===== src/rtl/ppio_pkg.sv =====
package ppio_pkg;
    localparam int DW       = 8;
    localparam int AW       = 2;
    localparam int NIB      = DW / 2;
    localparam int SEL_W    = $clog2(DW);
    // command word bit positions
    localparam int CW_FMT   = 7;
    localparam int CW_A_IN  = 4;
    localparam int CW_CU_IN = 3;
    localparam int CW_B_IN  = 1;
    localparam int CW_CL_IN = 0;

    typedef enum logic [AW-1:0] {
        REG_A   = 2'd0,
        REG_B   = 2'd1,
        REG_C   = 2'd2,
        REG_CTL = 2'd3
    } reg_sel_e;

    typedef struct packed {
        logic [DW-1:0] ctrl;
        logic          cfg;
        logic [DW-1:0] pa;
        logic [DW-1:0] pb;
        logic [DW-1:0] pc;
    } ppio_state_t;
endpackage


===== src/rtl/ppio_wr_gate.sv =====
module ppio_wr_gate (
    input  logic clk,
    input  logic rst,
    input  logic cs_n,
    input  logic wr_n,
    output logic wr_fire
);
    logic seen_d, seen_q;

    always_comb begin
        wr_fire = !cs_n && !wr_n && !seen_q;
        seen_d  = !wr_n && (seen_q || !cs_n);
    end

    always_ff @(posedge clk) begin
        if (rst) seen_q <= 1'b0;
        else     seen_q <= seen_d;
    end
endmodule


===== src/rtl/ppio_regs.sv =====
module ppio_regs
    import ppio_pkg::*;
(
    input  logic              clk,
    input  logic              rst,
    input  logic              wr_fire,
    input  logic [AW-1:0]     addr,
    input  logic [DW-1:0]     din,
    output ppio_state_t       st
);
    ppio_state_t st_d, st_q;
    logic [SEL_W-1:0] bit_sel;

    always_comb begin
        st_d    = st_q;
        bit_sel = din[SEL_W:1];
        if (wr_fire) begin
            unique case (reg_sel_e'(addr))
                REG_A: st_d.pa = din;
                REG_B: st_d.pb = din;
                REG_C: st_d.pc = din;
                REG_CTL: begin
                    if (din[CW_FMT]) begin
                        st_d.ctrl = din;
                        st_d.cfg  = 1'b1;
                        st_d.pa   = '0;
                        st_d.pb   = '0;
                        st_d.pc   = '0;
                    end else begin
                        st_d.pc[bit_sel] = din[0];
                    end
                end
                default: st_d = st_q;
            endcase
        end
    end

    always_ff @(posedge clk) begin
        if (rst) st_q <= '0;
        else     st_q <= st_d;
    end

    assign st = st_q;
endmodule


===== src/rtl/ppio_dir.sv =====
module ppio_dir
    import ppio_pkg::*;
(
    input  ppio_state_t   st,
    output logic          a_oe,
    output logic          b_oe,
    output logic [DW-1:0] c_oe
);
    always_comb begin
        a_oe = st.cfg && !st.ctrl[CW_A_IN];
        b_oe = st.cfg && !st.ctrl[CW_B_IN];
    end

    for (genvar g = 0; g < 2; g++) begin : g_cnib
        localparam int DBIT = (g == 0) ? CW_CL_IN : CW_CU_IN;
        assign c_oe[g*NIB +: NIB] = {NIB{st.cfg && !st.ctrl[DBIT]}};
    end
endmodule


===== src/rtl/ppio_rd_mux.sv =====
module ppio_rd_mux
    import ppio_pkg::*;
(
    input  ppio_state_t   st,
    input  logic          rd_act,
    input  logic [AW-1:0] addr,
    input  logic          a_oe,
    input  logic          b_oe,
    input  logic [DW-1:0] c_oe,
    input  logic [DW-1:0] a_in,
    input  logic [DW-1:0] b_in,
    input  logic [DW-1:0] c_in,
    output logic [DW-1:0] dout
);
    logic [DW-1:0] a_view, b_view, c_view;

    always_comb begin
        a_view = a_oe ? st.pa : a_in;
        b_view = b_oe ? st.pb : b_in;
        for (int i = 0; i < DW; i++) begin
            c_view[i] = c_oe[i] ? st.pc[i] : c_in[i];
        end
        dout = '0;
        if (rd_act) begin
            unique case (reg_sel_e'(addr))
                REG_A:   dout = a_view;
                REG_B:   dout = b_view;
                REG_C:   dout = c_view;
                REG_CTL: dout = st.ctrl;
                default: dout = '0;
            endcase
        end
    end
endmodule


===== src/rtl/ppio_ctrl.sv =====
module ppio_ctrl
    import ppio_pkg::*;
(
    input  logic          clk,
    input  logic          rst,
    input  logic          cs_n,
    input  logic          rd_n,
    input  logic          wr_n,
    input  logic [AW-1:0] addr,
    input  logic [DW-1:0] din,
    output logic [DW-1:0] dout,
    input  logic [DW-1:0] a_in,
    input  logic [DW-1:0] b_in,
    input  logic [DW-1:0] c_in,
    output logic [DW-1:0] a_out,
    output logic          a_oe,
    output logic [DW-1:0] b_out,
    output logic          b_oe,
    output logic [DW-1:0] c_out,
    output logic [DW-1:0] c_oe
);
    logic        wr_fire;
    logic        rd_act;
    ppio_state_t st;

    assign rd_act = !cs_n && !rd_n;

    ppio_wr_gate u_wr_gate (
        .clk     (clk),
        .rst     (rst),
        .cs_n    (cs_n),
        .wr_n    (wr_n),
        .wr_fire (wr_fire)
    );

    ppio_regs u_regs (
        .clk     (clk),
        .rst     (rst),
        .wr_fire (wr_fire),
        .addr    (addr),
        .din     (din),
        .st      (st)
    );

    ppio_dir u_dir (
        .st   (st),
        .a_oe (a_oe),
        .b_oe (b_oe),
        .c_oe (c_oe)
    );

    ppio_rd_mux u_rd_mux (
        .st     (st),
        .rd_act (rd_act),
        .addr   (addr),
        .a_oe   (a_oe),
        .b_oe   (b_oe),
        .c_oe   (c_oe),
        .a_in   (a_in),
        .b_in   (b_in),
        .c_in   (c_in),
        .dout   (dout)
    );

    assign a_out = st.pa;
    assign b_out = st.pb;
    assign c_out = st.pc;
endmodule


===== config.mk =====
export PLATFORM = sky130hd
export DESIGN_NAME = ppio_ctrl
export DESIGN_NICKNAME = d
export VERILOG_FILES = /design/src/rtl/ppio_pkg.sv /design/src/rtl/ppio_wr_gate.sv /design/src/rtl/ppio_regs.sv /design/src/rtl/ppio_dir.sv /design/src/rtl/ppio_rd_mux.sv /design/src/rtl/ppio_ctrl.sv
export SDC_FILE = /design/constraint.sdc
export NUM_CORES = 1
export LEC_CHECK = 0
export ABC_CLOCK_PERIOD_IN_PS = 3000
export BUFFER_PORTS_ARGS = -buffer_cell sky130_fd_sc_hd__buf_4
export CORE_ASPECT_RATIO = 0.75
export CORE_MARGIN = 3
export CORE_UTILIZATION = 54
export DETAILED_ROUTE_END_ITERATION = 16
export HOLD_SLACK_MARGIN = 0.06
export PLACE_DENSITY = 0.84
export SLEW_MARGIN = 40
export SYNTH_ARGS = -nofsm -noshare
export SYNTH_HDL_FRONTEND = slang
export SYNTH_SLANG_ARGS = --single-unit
export TNS_END_PERCENT = 10

===== constraint.sdc =====
create_clock -name clk -period 3 [get_ports clk]
set_input_delay 0.15 -clock clk [delete_from_list [all_inputs] [get_ports clk]]
set_output_delay 0.15 -clock clk [all_outputs]
set_load 0.02 [all_outputs]

After elaboration in Yosys (flattened, before gate mapping):

Index checks and enable logic that the tools add are counted.

* register bits after elaboration: 34
* bits in latches: 0
* RAM bits: 0
* bits in read-only memories: 0
* input bits: 39
* output and inout bits: 42
* word-level logic and storage cells: 58
* memories: 0

* $add $sub $neg: 0
* $mul: 0
* div/mod/pow operators: 0
* magnitude comparators: 2
* equal/unequal tests: 4
* shift operators: 0
* multiplexer cells: 20
* bitwise logic cells: 0
* reductions and logical operators: 26

Operators by type and width (number)
* $pmux 8 s2: 3
* $mux 8: 4
* $pmux 8 s4: 1
* $mux 16: 1
* $logic_and 1x1->1: 9
* $mux 1: 9
* $reduce_and 3->1: 3
* $bwmux 8: 1
* $logic_not 1->1: 8
* $reduce_bool 2->1: 3
* $eq 2x2->1 const B: 2
* $lt 3x4->1 const B: 1
* $demux 1 s3: 1
* $ge 3x1->1 const B: 1
* $eq 2x1->1 const B: 1
* $logic_not 2->1: 1
* $ne 2x2->1 const B: 1
* $reduce_and 2->1: 1
* $logic_or 1x1->1: 1

Longest topological paths before layout:

* depth after elaboration: 7
* depth in mapped cells: 6
* mapped depth without buffers: 4

Modules after synthesis:

Synthesis repeated with hierarchy kept, for this count alone.

* cells, all modules: 254
* area, all modules: 2215.9 um2

By module, submodules not included
* ppio_regs: instances 1, cells an instance 179, area each 1562.7 um2, seq. area each 640.6 um2
* ppio_rd_mux: instances 1, cells an instance 60, area each 528.0 um2, seq. area each 0.0 um2
* ppio_dir: instances 1, cells an instance 10, area each 80.1 um2, seq. area each 0.0 um2
* ppio_wr_gate: instances 1, cells an instance 4, area each 41.3 um2, seq. area each 20.0 um2
* ppio_ctrl: instances 1, cells an instance 1, area each 3.8 um2, seq. area each 0.0 um2

Least setup slack after synthesis:

Ideal clock, no wire load.

* path type: register -> output
* start: reg u_regs.st_q (netlist bit u_regs.st[24])
* end: out dout[0]
* data arrival time: 1.597 ns
* required time: 2.850 ns
* setup slack: 1.253 ns
* cell stages (with the launch flop): 6
* path buffers: 1
* cells stage by stage: dfxtp_1 -> nand2b_1 -> buf_2 -> mux2i_1 -> mux2_2 -> a211oi_1

* longest elaborated chain between the ends: 4
* elaborated cells on any way between the ends: 8
* those cells by class: mux: 5; reduce/logical: 3

Ends and longest elaborated chain
* start, declared: line ppio_regs.sv:11 `ppio_state_t st_d, st_q;`
* start signal, assigned: line ppio_regs.sv:40 `else st_q <= st_d;`
* $logic_and 1x1->1 (on tied branches): line ppio_dir.sv:16, ppio_dir.sv:10, ppio_dir.sv:11
* $mux 1, or another cell as far along: line ppio_rd_mux.sv:21 `c_view[i] = c_oe[i] ? st.pc[i] : c_in[i];`
* $pmux 8 s4 *: line ppio_rd_mux.sv:25 `unique case (reg_sel_e'(addr))`
* $mux 8 *: line ppio_rd_mux.sv:24 `if (rd_act) begin`
* end, declared: line ppio_ctrl.sv:11 `output logic [DW-1:0] dout,`

Mark *: on every way between the ends. The rest lies on a longest branch, timed or not.

Worst setup path after layout:

* start: reg u_regs.st_q (netlist bit u_regs.st[24])
* end: out dout[3]

Same word-level chain as after synthesis.

==> flow_metrics.env <==
export IMPL_rsz0062_at_grt="no"
export IMPL_criticalPathCategory="register to output pin"
export IMPL_grt_pass1_wl_um=9560
export IMPL_cts_made_buffers=5
export IMPL_cts_resized_gates=0
export IMPL_min_period_ns=2.33
export IMPL_gr_usage_all_layers_pct=24.1
export IMPL_fin_crit_sh_pct=77.8
export IMPL_worstPathRequired_ns=2.85
export IMPL_drtIter0Drc=236
export IMPL_max_cap_viol_count=0
export IMPL_antenna_cells=0
export IMPL_gp_congestion=0.932
export IMPL_crit_slowest_cell="nor2b_1"
export IMPL_clkSlewWorstSetupHoldPaths_ns=0.07
export IMPL_synth_area_um2=2270
export IMPL_final_hold_viol_count=0
export IMPL_ant_nets=0
export IMPL_die_area_um2=5030
export IMPL_critPathLaunchType="register"
export IMPL_synth_warnings=0
export IMPL_yosysTopAreaCellShare_pct=29.1
export IMPL_grt_pass1_vias=1955
export IMPL_avgViaCountPerCell=5.88
export IMPL_wl_per_cell_um=16.7
export IMPL_synthXorXnorAreaFrac_pct=0
export IMPL_slew_headroom_pct=56.9
export IMPL_fillCellCount=327
export IMPL_ios=81
export IMPL_hold_path_cell_count=2
export IMPL_start_util_pct=59.0
export IMPL_synthMuxAreaShare_pct=19.1
export IMPL_min_to="u_wr_gate.seen_q$_SDFF_PP0_"
export IMPL_mostFrequentLayoutCell="buf_4"
export IMPL_overflow=0
export IMPL_setup_viol=0
export IMPL_r2r_start="u_wr_gate.seen_q$_SDFF_PP0_"
export IMPL_slowest_delay_ns=0.58
export IMPL_routed_wl_um=6060
export IMPL_cts_root_buf="clkbuf_8"
export IMPL_cts_tree="yes"
export IMPL_worstPathArrival_ns=2.18
export IMPL_final_cell_mix="buf_4, dfxtp_1, mux2i_1"
export IMPL_vias=2133
export IMPL_first_pass_iters=5
export IMPL_io_buffer_count=80
export IMPL_setup_tns_ns=0
export IMPL_synth_cell_type_count=44
export IMPL_die_h_um=62.2
export IMPL_antenna_found_initial=0
export IMPL_p_leak_nw=1.18
export IMPL_outcome="completed"
export IMPL_postSynthCellCount=273
export IMPL_finClkSkew_ns=0.00819
export IMPL_synth_fa_ha_area_share_pct=0
export IMPL_hold_path_class="input pin to register"
export IMPL_synthSimpleGateAreaFrac_pct=17.9
export IMPL_dpl_hpwl_um=4520
export IMPL_cts_sinks=33
export IMPL_worst_pin_slew_ns=0.645
export IMPL_rows=19
export IMPL_synth_top_area_cell="dfxtp_1"
export IMPL_synth_top_family_by_area="multiplexers"
export IMPL_post_cts_buffers=0
export IMPL_clockBufferDepth=2
export IMPL_synth_nets=312
export IMPL_clock_latency_ns=0.28
export IMPL_ir_drop_mv=0.315
export IMPL_synth_avg_cell_area_um2=8.32
export IMPL_fmax_ghz=0.428
export IMPL_die_w_um=80.9
export IMPL_layout_drive_gt1_share_pct=35.0
export IMPL_synthTopCellsByArea="dfxtp_1, buf_4, mux2i_1, mux2_2, a211oi_1"
export IMPL_hp_start="wr_n"
export IMPL_route_detailed_drc=0
export IMPL_grt_max_degree=34
export IMPL_power_density_nw_per_um2=377
export IMPL_core_um2=3850
export IMPL_reg2regPathDepth=4
export IMPL_final_cells=363
export IMPL_slew_viol_final=0
export IMPL_synth_yosys_seq_area_share_pct=29.1
export IMPL_nets=350
export IMPL_area_growth_syn_to_layout_pct=19.4
export IMPL_r2r_end="u_regs.st[9]$_SDFFE_PP0P_"
export IMPL_cp_end_kind="output pin"
export IMPL_crit_fanout=9
export IMPL_post_place_cells=356
export IMPL_crit_chain="nor2b_1 > mux2_1 > mux2i_1 > a211oi_1 > buf_4"
export IMPL_htree_levels=2
export IMPL_ctsHoldBuffers=0
export IMPL_synth_compound_area_share_pct=18.6
export IMPL_r2r_setup_slack_ns=1.35
export IMPL_ys_ff_latch=33
## synthesized netlist by cell type
library cell	count
dfxtp_1	33
buf_4	30
mux2i_1	22
nor2_1	21
a21oi_1	19
mux2_2	16
a211oi_1	13
nand2_1	12
o21ai_0	11
clkbuf_1	9
inv_1	9
o22ai_1	8
nand2b_1	7
nor3_1	7
and2_1	6
buf_2	6
a31oi_1	3
buf_1	3
mux2_1	3
nand3_1	3
nand3b_1	3
a21boi_0	2
a21o_1	2
a311oi_1	2
nand4_1	2
nor3b_1	2
or2_2	2
a2111oi_0	1
a211o_1	1
a21oi_4	1
a2bb2oi_1	1
and3_1	1
and3b_1	1
buf_6	1
inv_2	1
nand3_2	1
nor2_4	1
nor2b_1	1
nor4_1	1
nor4b_4	1
o211ai_1	1
o21a_1	1
or3_1	1
or4b_1	1
## metrics by stage
| step | hold WS (ns) | power [mW] | instance area (um2) | utilization [%] | setup WS [ns] |
|---|---|---|---|---|---|
| floorplan | 0.223 | 0.617 | 2270 | - | 1.25 |
| global placement | 0.364 | 0.690 | 2630 | 68.2 | 1.10 |
| detailed placement | 0.369 | 0.693 | 2630 | 68.2 | 0.999 |
| CTS | 0.0696 | 1.03 | 2710 | 70.4 | 0.692 |
| global route | 0.0722 | 1.07 | 2710 | 70.4 | 0.531 |
| finish | 0.0671 | 1.02 | 2710 | 70.4 | 0.666 |
## per-layer routing
metal / up-vias / wire length (um) / GRT usage (%) / part of all wire, %
li1: 1019 / - / - / -
met1: 976 / 2630 / 34.2 / 43
met2: 129 / 2710 / 36.1 / 45
met3: 9 / 647 / 5.49 / 11
met4: 0 / 74 / 7.38 / 1.2
met5: - / 0 / 0 / 0
## report_power, final
part / leakage, nW / switching (mW) / internal, mW
Sequential: 0.267 / 0.0105 / 0.450
Combinational: 0.870 / 0.122 / 0.104
Clock: 0.0443 / 0.154 / 0.182
Total: 1.18 / 0.287 / 0.736
## area by class of cell
| type | count | area, um2 | area share, % |
|---|---|---|---|
| Multi-Input combinational cell | 181 | 1260 | 46.5 |
| Tap cell | 52 | 65.1 | 2.40 |
| Timing Repair Buffer | 80 | 601 | 22.1 |
| Clock buffer | 7 | 86.3 | 3.18 |
| Sequential cell | 33 | 661 | 24.4 |
| Inverter | 10 | 37.5 | 1.38 |
## worst max-delay path by stage
stage	start	end	slack (ns)
finish	u_regs.st[24]$_SDFFE_PP0P_	dout[3]	0.67
global placement	u_regs.st[24]$_SDFFE_PP0P_	dout[3]	1.10
global route	u_regs.st[24]$_SDFFE_PP0P_	dout[3]	0.53
detailed placement	u_regs.st[24]$_SDFFE_PP0P_	dout[3]	1.0
CTS	u_regs.st[24]$_SDFFE_PP0P_	dout[3]	0.69
floorplan	u_regs.st[24]$_SDFFE_PP0P_	dout[0]	1.25
## state kept, by name (all words and copies together), names as in the netlist
name / cells
u_regs.st: 32
u_wr_gate.seen_q: 1
## logic make-up (layout without fill, tap and decap cells)
kind of cell	count (synthesis)	count (layout)
buffers and inverters	59	97
AO/OA/AOI/OAI	66	66
multiplexers	41	41
flip-flops	33	33
AND/OR/NAND/NOR	74	74
## critical path: cells and delay by family (launching register included)
| kind | cells | cell delay [ns] |
|---|---|---|
| AO/OA/AOI/OAI | 1 | 0.11 |
| AND/OR/NAND/NOR | 1 | 0.58 |
| buffers and inverters | 1 | 0.17 |
| multiplexers | 2 | 0.56 |
| flip-flops | 1 | 0.48 |
(Power assumes the default switching activity.)
